`config.mk`:
```
export PLATFORM = sky130hd
export DESIGN_NAME = sigfe_top
export DESIGN_NICKNAME = d
export VERILOG_FILES = /design/src/rtl/sigfe_pkg.sv /design/src/rtl/sigfe_fsync_edge.sv /design/src/rtl/sigfe_ctl_latch.sv /design/src/rtl/sigfe_pwrup_seq.sv /design/src/rtl/sigfe_rx_hold.sv /design/src/rtl/sigfe_top.sv
export SDC_FILE = /design/constraint.sdc
export NUM_CORES = 1
export LEC_CHECK = 0
export BUFFER_PORTS_ARGS = -buffer_cell sky130_fd_sc_hd__buf_2
export CAP_MARGIN = 20
export CORE_AREA = 2 2 46 48
export DETAILED_ROUTE_END_ITERATION = 12
export DIE_AREA = 0 0 48 50
export GPL_TIMING_DRIVEN = 0
export PLACE_DENSITY_LB_ADDON = 0.2
export SYNTH_ARGS = -nofsm -noshare
export SYNTH_HDL_FRONTEND = slang
export SYNTH_SLANG_ARGS = --single-unit
```
`constraint.sdc`:
```
create_clock -name clk -period 1.4 [get_ports clk]
set_clock_uncertainty 0.05 [all_clocks]
set_input_delay 0.28 -clock clk [delete_from_list [all_inputs] [get_ports clk]]
set_output_delay 0.28 -clock clk [all_outputs]
set_load 0.02 [all_outputs]
```
`src/rtl/sigfe_pkg.sv`:
```
package sigfe_pkg;
  localparam int SIG_W = 2;

  typedef struct packed {
    logic             run;
    logic             lpbk_n;
    logic             ins_en;
    logic [SIG_W-1:0] sig;
  } ctl_t;

  localparam ctl_t CTL_RESET = '{run: 1'b0, lpbk_n: 1'b1, ins_en: 1'b0, sig: '0};

  function automatic logic burst_valid(input logic sync_ok, input logic bit_err);
    return sync_ok & ~bit_err;
  endfunction

  function automatic logic arm_now(input logic rise, input logic demod,
                                   input int unsigned cnt, input int unsigned limit);
    return demod | (rise & (cnt == limit - 1));
  endfunction
endpackage

```
`src/rtl/sigfe_fsync_edge.sv`:
```
module sigfe_fsync_edge #(
  parameter int STAGES = 2
) (
  input  logic clk,
  input  logic rst_n,
  input  logic fsync_i,
  output logic rise_o
);
  logic [STAGES-1:0] sync_q;
  logic              last_q;

  genvar g;
  generate
    for (g = 0; g < STAGES; g++) begin : g_stage
      if (g == 0) begin : g_first
        always_ff @(posedge clk or negedge rst_n)
          if (!rst_n) sync_q[0] <= 1'b0;
          else        sync_q[0] <= fsync_i;
      end else begin : g_next
        always_ff @(posedge clk or negedge rst_n)
          if (!rst_n) sync_q[g] <= 1'b0;
          else        sync_q[g] <= sync_q[g-1];
      end
    end
  endgenerate

  always_ff @(posedge clk or negedge rst_n)
    if (!rst_n) last_q <= 1'b0;
    else        last_q <= sync_q[STAGES-1];

  assign rise_o = sync_q[STAGES-1] & ~last_q;
endmodule

```
`src/rtl/sigfe_ctl_latch.sv`:
```
module sigfe_ctl_latch
  import sigfe_pkg::*;
(
  input  logic clk,
  input  logic rst_n,
  input  logic en_i,
  input  ctl_t d_i,
  output ctl_t q_o,
  output logic oe_o
);
  always_ff @(posedge clk or negedge rst_n) begin
    if (!rst_n) begin
      q_o  <= CTL_RESET;
      oe_o <= 1'b0;
    end else begin
      oe_o <= en_i;
      if (en_i) q_o <= d_i;
    end
  end
endmodule

```
`src/rtl/sigfe_pwrup_seq.sv`:
```
module sigfe_pwrup_seq
  import sigfe_pkg::*;
#(
  parameter int WAIT_EDGES = 3,
  localparam int CNT_W = $clog2(WAIT_EDGES + 1)
) (
  input  logic             clk,
  input  logic             rst_n,
  input  logic             run_i,
  input  logic             rise_i,
  input  logic             demod_i,
  output logic             armed_o,
  output logic [CNT_W-1:0] cnt_o,
  output logic             tx_start_o
);
  always_ff @(posedge clk or negedge rst_n) begin
    if (!rst_n) begin
      armed_o    <= 1'b0;
      cnt_o      <= '0;
      tx_start_o <= 1'b0;
    end else begin
      tx_start_o <= rise_i & armed_o & run_i;
      if (!run_i) begin
        armed_o <= 1'b0;
        cnt_o   <= '0;
      end else if (!armed_o) begin
        if (arm_now(rise_i, demod_i, int'(cnt_o), WAIT_EDGES)) begin
          armed_o <= 1'b1;
          cnt_o   <= '0;
        end else if (rise_i) begin
          cnt_o <= cnt_o + 1'b1;
        end
      end
    end
  end
endmodule

```
`src/rtl/sigfe_rx_hold.sv`:
```
module sigfe_rx_hold
  import sigfe_pkg::*;
(
  input  logic             clk,
  input  logic             rst_n,
  input  logic             run_i,
  input  logic             rise_i,
  input  logic             demod_i,
  input  logic             sync_ok_i,
  input  logic             bit_err_i,
  input  logic [SIG_W-1:0] rx_sig_i,
  output logic [SIG_W-1:0] sig_o,
  output logic             valid_o
);
  logic [SIG_W-1:0] pend_sig_q;
  logic             pend_val_q;
  logic             new_val;

  assign new_val = burst_valid(sync_ok_i, bit_err_i);

  always_ff @(posedge clk or negedge rst_n) begin
    if (!rst_n) begin
      pend_sig_q <= '0;
      pend_val_q <= 1'b0;
      sig_o      <= '0;
      valid_o    <= 1'b0;
    end else begin
      if (demod_i) begin
        pend_sig_q <= rx_sig_i;
        pend_val_q <= new_val;
      end
      if (run_i) begin
        if (rise_i) begin
          sig_o   <= pend_sig_q;
          valid_o <= pend_val_q;
        end
      end else if (demod_i) begin
        sig_o   <= rx_sig_i;
        valid_o <= new_val;
      end
    end
  end
endmodule

```
`src/rtl/sigfe_top.sv`:
```
module sigfe_top
  import sigfe_pkg::*;
#(
  parameter int SYNC_STAGES = 2,
  parameter int WAIT_EDGES  = 3,
  localparam int CNT_W = $clog2(WAIT_EDGES + 1)
) (
  input  logic       clk,
  input  logic       rst_n,
  input  logic       run_i,
  input  logic       lpbk_n_i,
  input  logic       ins_en_i,
  input  logic [1:0] sig_in_i,
  input  logic       fsync_i,
  input  logic       bus_en_i,
  input  logic       demod_done_i,
  input  logic       sync_ok_i,
  input  logic       bit_err_i,
  input  logic [1:0] rx_sig_i,
  output logic [1:0] sig_out_o,
  output logic       sig_out_oe_o,
  output logic       valid_o,
  output logic       valid_oe_o,
  output logic       tx_start_o,
  output logic [1:0] tx_sig_o,
  output logic       loopback_o,
  output logic       ins_en_o
);
  ctl_t             ctl_d, ctl_q;
  logic             oe_q;
  logic             fs_rise;
  logic             run_w;
  logic             armed_w;
  logic [CNT_W-1:0] wait_cnt;
  logic [SIG_W-1:0] tx_sig_q;

  assign ctl_d = '{run: run_i, lpbk_n: lpbk_n_i, ins_en: ins_en_i, sig: sig_in_i};
  assign run_w = ctl_q.run;

  sigfe_ctl_latch u_latch (
    .clk(clk), .rst_n(rst_n), .en_i(bus_en_i), .d_i(ctl_d), .q_o(ctl_q), .oe_o(oe_q)
  );

  sigfe_fsync_edge #(.STAGES(SYNC_STAGES)) u_fs (
    .clk(clk), .rst_n(rst_n), .fsync_i(fsync_i), .rise_o(fs_rise)
  );

  sigfe_pwrup_seq #(.WAIT_EDGES(WAIT_EDGES)) u_seq (
    .clk(clk), .rst_n(rst_n), .run_i(run_w), .rise_i(fs_rise), .demod_i(demod_done_i),
    .armed_o(armed_w), .cnt_o(wait_cnt), .tx_start_o(tx_start_o)
  );

  sigfe_rx_hold u_rx (
    .clk(clk), .rst_n(rst_n), .run_i(run_w), .rise_i(fs_rise), .demod_i(demod_done_i),
    .sync_ok_i(sync_ok_i), .bit_err_i(bit_err_i), .rx_sig_i(rx_sig_i),
    .sig_o(sig_out_o), .valid_o(valid_o)
  );

  always_ff @(posedge clk or negedge rst_n)
    if (!rst_n)                tx_sig_q <= '0;
    else if (run_w && fs_rise) tx_sig_q <= ctl_q.sig;

  assign tx_sig_o     = tx_sig_q;
  assign sig_out_oe_o = oe_q;
  assign valid_oe_o   = oe_q;
  assign loopback_o   = run_w & ~ctl_q.lpbk_n;
  assign ins_en_o     = ctl_q.ins_en;
endmodule

```
Word-level counts from Yosys, hierarchy flattened
Index checks and enable logic that the tools add are counted.
W data, S select, Z words.
Storage, ports and cells
  register bits after elaboration: 21
  input bits: 14
  output and inout port bits: 10
Operators by class
  add/subtract/negate cells: 1
  equal/unequal tests: 4
  mux-type cells: 13
  bitwise operators: 10
  reductions and logical operators: 4
Operators with widths (count)
  $mux W2: 7
  $and A1 B1 Y1: 6
  $mux W1: 6
  $ne A2 B2 Y1 const B: 2
  $reduce_and A2 Y1: 2
  $ne A3 B2 Y1 const B: 1
  $not A1 Y1: 3
  $add A2 B1 Y2 const B: 1
  $eq A2 B2 Y1 const B: 1
  $reduce_bool A2 Y1: 1
  $logic_and A1 B1 Y1: 1
  $or A1 B1 Y1: 1

Logic depth before layout (Yosys ltp)
Gate-level depths: netlist of the first run.
  depth in word-level cells: 7
  gate-level depth with buffers: 5

By module
From an unflattened synthesis of the first run, not the netlist that was laid out.
Second synthesis, totals
  cell total of the unflattened synthesis: 63
  area, all modules: 867.1 µm²
By module, submodules not included
  sigfe_rx_hold: instances 1, cells an instance 23, area an instance 282.8 µm², sequential area each 150.1 µm²
  sigfe_ctl_latch: instances 1, cells an instance 11, area an instance 207.7 µm², sequential area each 151.4 µm²
  sigfe_pwrup_seq: instances 1, cells an instance 18, area an instance 187.7 µm², sequential area each 100.1 µm²
  sigfe_top: instances 1, cells an instance 7, area an instance 100.1 µm², sequential area each 50.0 µm²
  sigfe_fsync_edge: instances 1, cells an instance 4, area an instance 88.8 µm², sequential area each 75.1 µm²

Worst setup path before layout of the first run
Ideal clock, no wire load.
  path kind: register -> register
  from: reg u_fs.sync_q[1]
  to: reg tx_sig_q[0] (netlist: tx_sig_o[0])
  setup time: 0.125 ns
  data arrival time: 1.008 ns
  required time: 1.225 ns
  path slack: 0.217 ns
  cell stages (with the launch flop): 5
  buffers on the path: 1
  period minus slack after synthesis: 1.183 ns
  path through: dfrtp_1 -> nor2b_1 -> buf_6 -> nand2_1 -> mux2_2
On the way
  longest elaborated chain between the ends: 2
RTL lines
  start: declaration: RTL line sigfe_fsync_edge.sv:9  | logic [STAGES-1:0] sync_q;
  start signal: indexed assignment: RTL line sigfe_fsync_edge.sv:22  | else sync_q[g] <= sync_q[g-1];
  $and A1 B1 Y1: RTL line sigfe_fsync_edge.sv:31  | assign rise_o = sync_q[STAGES-1] & ~last_q;
  $logic_and A1 B1 Y1: RTL line sigfe_top.sv:61  | else if (run_w && fs_rise) tx_sig_q <= ctl_q.sig;
  end signal: assignment: RTL line sigfe_top.sv:61
  end: declaration: RTL line sigfe_top.sv:35  | logic [SIG_W-1:0] tx_sig_q;
No other way between the ends.
A chain may end at the register's enable or synchronous reset.

Final worst setup path of the first run
  from: reg u_latch.q_o[3] (netlist bit)
  to: out loopback_o
On the way
  longest elaborated chain between the ends: 2
RTL lines
  start: declaration: RTL line sigfe_ctl_latch.sv:8  | output ctl_t q_o,
  start signal: assignment: RTL line sigfe_ctl_latch.sv:17  | if (en_i) q_o <= d_i;
  $not A1 Y1: RTL line sigfe_top.sv:66  | assign loopback_o = run_w & ~ctl_q.lpbk_n;
  $and A1 B1 Y1: RTL line sigfe_top.sv:66
  end: declaration: RTL line sigfe_top.sv:26  | output logic loopback_o,
No other way between the ends.

==> impl_metrics.yaml, run 1 <==
floorplanning:
  io_pins: 24
  die_h_microns: 50
  die_area_sq_um: 2400
  core_area_sq_um: 1900
  die_x_microns: 48
  start_util: 0.457
  placementRows: 16
detailed_routing:
  ant_nets: 0
  dr.pass1.iters: 4
  drtIter0Drc: 4
  via_per_inst: 4.84
  drt_wl_total_microns: 1500
  num_vias: 620
  wl_per_cell_microns: 11.7
  drc_errors: 0
synth:
  synth_warnings: 0
  yosysUniqueCellTypes: 23
  mappedNetlistNets: 88
  ys_ff_latch: 21
  yosysTopAreaCellShare: 0.576
  yosysSeqAreaShare: 0.607
  ys_top_cells_by_area: "dfrtp_1 (58%), mux2_2 (10%), nand2_1 (4.3%), dfstp_2 (3.0%), a31oi_1 (2.9%)"
  synth_cells: 73
  netlist_area_sq_um: 868
  synth_area_per_cell_sq_um: 11.9
  synth_top_area_cell: "dfrtp_1"
status:
  status: "finished, final reports clean"
timing:
  hold_viol_final: 0
  timing.fmax_ghz: 0.744
  finalSetupTns_ns: 0
  tightest_slew_ns: 0.453
  setup_violations: 0
  rsz0062_at_grt: "false"
  postLayoutSetupSlackWorst_ns: 0.0558
  slew_violations: 0
  finalCritPeriodShare: 0.960
  slew_headroom: 0.698
  post-route-min-period_ns: 1.34
critical_path:
  regToRegStartpoint: "u_fs.sync_q[1]"
  cpLargestDelayFamily: "flip-flops"
  rr_worst_depth: 4
  start_kind: "register"
  worstPathRequired_ns: 1.07
  reg2reg_to: "tx_sig_o[0]"
  endpoint_kind: "primary output"
  critical_path.max_fanout: 2
  path_class: "register to primary output"
  arrival_ns: 1.01
  slowest_stage: "dfstp_2"
  r2r_slack_ns: 0.13
  cp_num_buf_inv: 1
  crit_chain: "nor2_2, buf_4"
  max_stage_delay_ns: 0.55
cts:
  path_clk_slew_ns: 0.12
  cts.path.max_buffers: 2
  numCtsBuffers: 3
  insertion_delay_ns: 0.30
  h-tree-depth: 1
  clock-sinks: 21
  clockRootBuffer: "clkbuf_4"
  cts_tree: "built"
global_route:
  track_usage: 0.151
  grt_pass1_wl_microns: 2620
  grt_overflow: 0
  grt_pass1_vias: 607
  grt_max_degree: 22
  antenna_found_initial: 0
worst_hold_path:
  hold_end: "u_fs.sync_q[0]"
  hp-start: "fsync_i"
  hold_depth: 1
  hold_path.class: "input port to register"
cells_and_area:
  fillerInstances: 182
  area_growth_pct: 22.9
  nets: 117
  fin_cells: 128
  utilization: 0.561
  seqCellArea_sq_um: 528
  antenna_cells: 0
  multi_input_area_sq_um: 300
  drive_gt1_frac: 0.436
power:
  peakVddDrop_v: 0.000820
  leakagePower_uw: 0.000501
  cellPowerDensity_nw_per_um2: 1170
place:
  detailed_place_hpwl_microns: 1120
  port_buffers: 23
  pre_cts_ws_ns: 0.157
  place_inst: 123
  place_congestion: 0.691
job:
  maxCapViolations: 0
## per-layer routing
metal  part of all wire  global-route usage  wire length, microns  vias up
li1                   -                   -                     -      308
met1               0.47               0.192                   711      299
met2               0.49               0.244                   735       11
met3              0.026              0.0330                    39        2
met4              0.010              0.0541                    15        0
met5                  0                   0                     0        -
## metrics by stage
step | area [sq um] | hold WS (ns) | total power [uW]
3_3_place_gp | 1020 | 0.205 | 958
2_1_floorplan | 868 | -0.0656 | 870
4_1_cts | 1070 | 0.0225 | 1260
5_1_grt | 1070 | 0.00729 | 1320
6_report | 1070 | 0.0268 | 1250
3_5_place_dp | 1020 | 0.207 | 970
## synth_stat cells
cell,instances
nand3_1,1
or2b_1,1
o221a_2,1
a32o_1,1
a211oi_1,3
dfstp_2,1
nor2b_1,3
ha_1,1
inv_1,4
and3_2,1
buf_2,2
o21ai_0,1
buf_6,1
mux2_2,8
nor4_1,1
buf_4,1
nor2_1,5
o21bai_1,1
a31oi_1,4
nand2_1,10
dfrtp_1,20
o22ai_1,1
or3_1,1
## cell families after synthesis
logic type | after synthesis | synth area share
adders and majority gates | 1 | 0.0144
and+or+nand+nor | 23 | 0.124
DFF | 21 | 0.607
muxes | 8 | 0.104
AOI/OAI and AO/OA | 12 | 0.101
buffers and inverters | 8 | 0.0504
## what timing repair did
action,in CTS,in global routing
endpoints found under the hold margin,20,0
hold buffers,1,0
resized for setup,5,3
setup buffers,1,0
gates cloned,0,0
endpoints found under the setup margin,1,1
## layout make-up
cell class              count  share of cell area
plain buffers               3              0.0223
clock buffers               4              0.0246
inverters                   4              0.0188
multi-input cells          44               0.281
flip-flops and latches     21               0.495
well taps                  27              0.0317
repair buffers             25               0.127
## power breakdown
group | switching (uW) | internal, uW | total (uW)
registers | 37.4 | 673 | 710
clock network | 170 | 111 | 281
logic | 141 | 113 | 255
total | 349 | 896 | 1250
## state kept, by name (all words and copies together) (netlist names)
signal and count:
tx_sig_o 2, u_rx.sig_o 2, u_rx.pend_sig_q 2, u_seq.armed_o 1, u_rx.pend_val_q 1, u_fs.last_q 1
u_seq.cnt_o 2, u_seq.tx_start_o 1, u_rx.valid_o 1, u_fs.sync_q 2, u_latch.oe_o 1, u_latch.q_o 5
## worst max-delay path by stage
stage / start / end / slack [ns] / cells past startpoint
floorplan: u_fs.sync_q[1] / tx_sig_o[0] / 0.22 / 4
global placement: u_latch.q_o[4] / loopback_o / 0.17 / 4
detailed placement: u_fs.sync_q[1] / tx_sig_o[0] / 0.16 / 4
CTS: u_latch.q_o[4] / loopback_o / 0.007 / 4
global route: u_latch.q_o[4] / loopback_o / 0.006 / 3
finish: u_latch.q_o[3] / loopback_o / 0.06 / 2
## placed cells by master, fill, tap and decap left out
cell type / n
buf_2: 23
dfrtp_1: 19
nand2_1: 10
mux2_2: 8
nor2_1: 4
a31oi_1: 4
nor2b_1: 3
inv_1: 3
a211oi_1: 3
buf_4: 3
clkbuf_4: 3
buf_6: 1
and3_2: 1
inv_6: 1
nor2_2: 1
or2b_1: 1
o221a_2: 1
o21bai_1: 1
nor4_1: 1
a32o_1: 1
nand3_1: 1
or3_1: 1
o21ai_0: 1
o22ai_1: 1
ha_1: 1
clkbuf_1: 1
dlygate4sd3_1: 1
dfstp_2: 1
dfrtp_2: 1
Note: power is estimated with default switching activity, not from simulation.
==> run 2, diff against run 1 <==
--- a/config.mk
+++ b/config.mk
@@ -5,7 +5,7 @@
 export SDC_FILE = /design/constraint.sdc
 export NUM_CORES = 1
 export LEC_CHECK = 0
-export BUFFER_PORTS_ARGS = -buffer_cell sky130_fd_sc_hd__buf_2
+export BUFFER_PORTS_ARGS = -buffer_cell sky130_fd_sc_hd__buf_4
 export CAP_MARGIN = 20
 export CORE_AREA = 2 2 46 48
 export DETAILED_ROUTE_END_ITERATION = 12
==> run 2 against run 1 <==
Design area increased by 7.7%. Core utilization increased by 4.3 points. Count of clock-buffer cells in the layout decreased by 1. Setup slack got worse by 0.031 ns. Critical path depth unchanged. Die area unchanged. First-iteration DRC count increased by 25%. Critical path type unchanged. Largest power group unchanged.
==> impl_metrics.yaml, run 2 (synthesis gave the netlist of run 1 again) <==
status:
  status: "finished, final reports clean"
cells_and_area:
  final_common_cell: "buf_4"
  fillerInstances: 171
  drive_gt1_frac: 0.447
  fin_cells: 130
  postLayoutCellArea_sq_um: 1150
  mostFrequentLayoutCells: "buf_4 (25), dfrtp_1 (20), nand2_1 (10)"
  nets: 119
  regMostFlops: "u_latch.q_o"
  area_growth_pct: 32.4
  antenna_cells: 0
  largest_reg_flops: 5
global_route:
  grt_pass1_wl_microns: 2680
  grt_max_degree: 22
  track_usage: 0.163
  grt_pass1_vias: 609
  grt_overflow: 0
  antenna_found_initial: 0
cts:
  cts.path.max_buffers: 2
  numCtsBuffers: 3
  clockRootBuffer: "clkbuf_4"
  path_clk_slew_ns: 0.12
  h-tree-depth: 1
  clock-sinks: 21
  insertion_delay_ns: 0.31
  cts_tree: "built"
timing:
  postLayoutSetupSlackWorst_ns: 0.0249
  hold_viol_final: 0
  post-route-min-period_ns: 1.38
  slew_headroom: 0.819
  slew_violations: 0
  finalCritPeriodShare: 0.982
  setup_violations: 0
  timing.fmax_ghz: 0.727
  tightest_slew_ns: 0.271
  hold_slack_ns: 0.0202
critical_path:
  worstPathRequired_ns: 1.07
  path_class: "register to primary output"
  start_kind: "register"
  slowest_stage: "dfstp_2"
  crit_chain: "nor2_4, buf_6"
  arrival_ns: 1.05
  endpoint_kind: "primary output"
  max_stage_delay_ns: 0.58
  critical_path.max_fanout: 2
detailed_routing:
  dr.pass1.iters: 2
  drt_wl_total_microns: 1650
  drtIter0Drc: 5
  ant_nets: 0
  drc_errors: 0
  wl_per_cell_microns: 12.7
  num_vias: 649
  via_per_inst: 4.99
place:
  detailed_place_hpwl_microns: 1150
  dpl-instance-area_sq_um: 1070
  pre_cts_ws_ns: 0.153
  place_inst: 123
  port_buffers: 23
  place_congestion: 0.701
floorplanning:
  die_x_microns: 48
  die_area_sq_um: 2400
  die_h_microns: 50
  core_area_sq_um: 1900
  io_pins: 24
  placementRows: 16
  start_util: 0.457
worst_hold_path:
  hold_path.class: "input port to register"
power:
  leakagePower_uw: 0.000536
  total_power_uw: 1310
  peakVddDrop_v: 0.000763
  cellPowerDensity_nw_per_um2: 1140
job:
  maxCapViolations: 0
## run 2: cell types whose count changed in the layout (fill, tap and decap cells not counted), sizes merged
cell,before,now
clkinv,0,1
clkbuf,4,3
buf,27,29
## run 2: what timing repair did
action                                 CTS  global route
pin swaps                                0             1
endpoints found under the hold margin   20             0
setup endpoints to repair                1             1
hold buffers                             1             0
gates resized for setup                  5             3
buffers inserted                         2             0
## run 2: area by class of cell
type,instances,area [sq um],area share
timing repair buffer,26,201,0.175
inverter,4,20.0,0.0174
clock inverter,1,5.00,0.00435
tap,27,33.8,0.0294
buffer,4,35.0,0.0305
sequential,21,527,0.458
multi-input combinational,44,305,0.266
clock buffer,3,22.5,0.0196
## run 2: per-layer routing
metal  GRT usage  share of wire  up-vias
met5           0              0        -
met2       0.260           0.52       13
met3      0.0220          0.030        4
met1       0.201           0.43      321
li1            -              -      311
met4      0.0946          0.021        0
## run 2: final timing paths
check                                from              to  slack (ns)  cells after the start
setup reg to reg           u_fs.sync_q[1]  u_seq.cnt_o[0]        0.12                      4
min in group asynchronous           rst_n   u_rx.sig_o[0]        0.33                      2
hold reg to reg            u_fs.sync_q[0]  u_fs.sync_q[1]        0.32                      0
hold / removal                    fsync_i  u_fs.sync_q[0]        0.02                      1
setup / recovery           u_latch.q_o[3]      loopback_o        0.02                      2
max in group asynchronous           rst_n  u_latch.q_o[3]        0.69                      2
## run 2: through the flow
step | TNS (ns) | utilization
3_3_place_gp | 0 | 0.565
6_report | 0 | 0.605
5_1_grt | -0.0194 | 0.605
4_1_cts | 0 | 0.599
2_1_floorplan | 0 | -
3_5_place_dp | 0 | 0.565
## run 2: where the power goes
| group | switching [uW] | internal, uW |
|---|---|---|
| Clock | 185 | 107 |
| Sequential | 38.5 | 672 |
| Combinational | 150 | 155 |
| Total | 374 | 934 |
## run 2: critical path: cells and delay by family (launching register included)
family,cells,cell delay (ns)
flops,1,0.58
buf+inv,1,0.12
simple gates,1,0.05
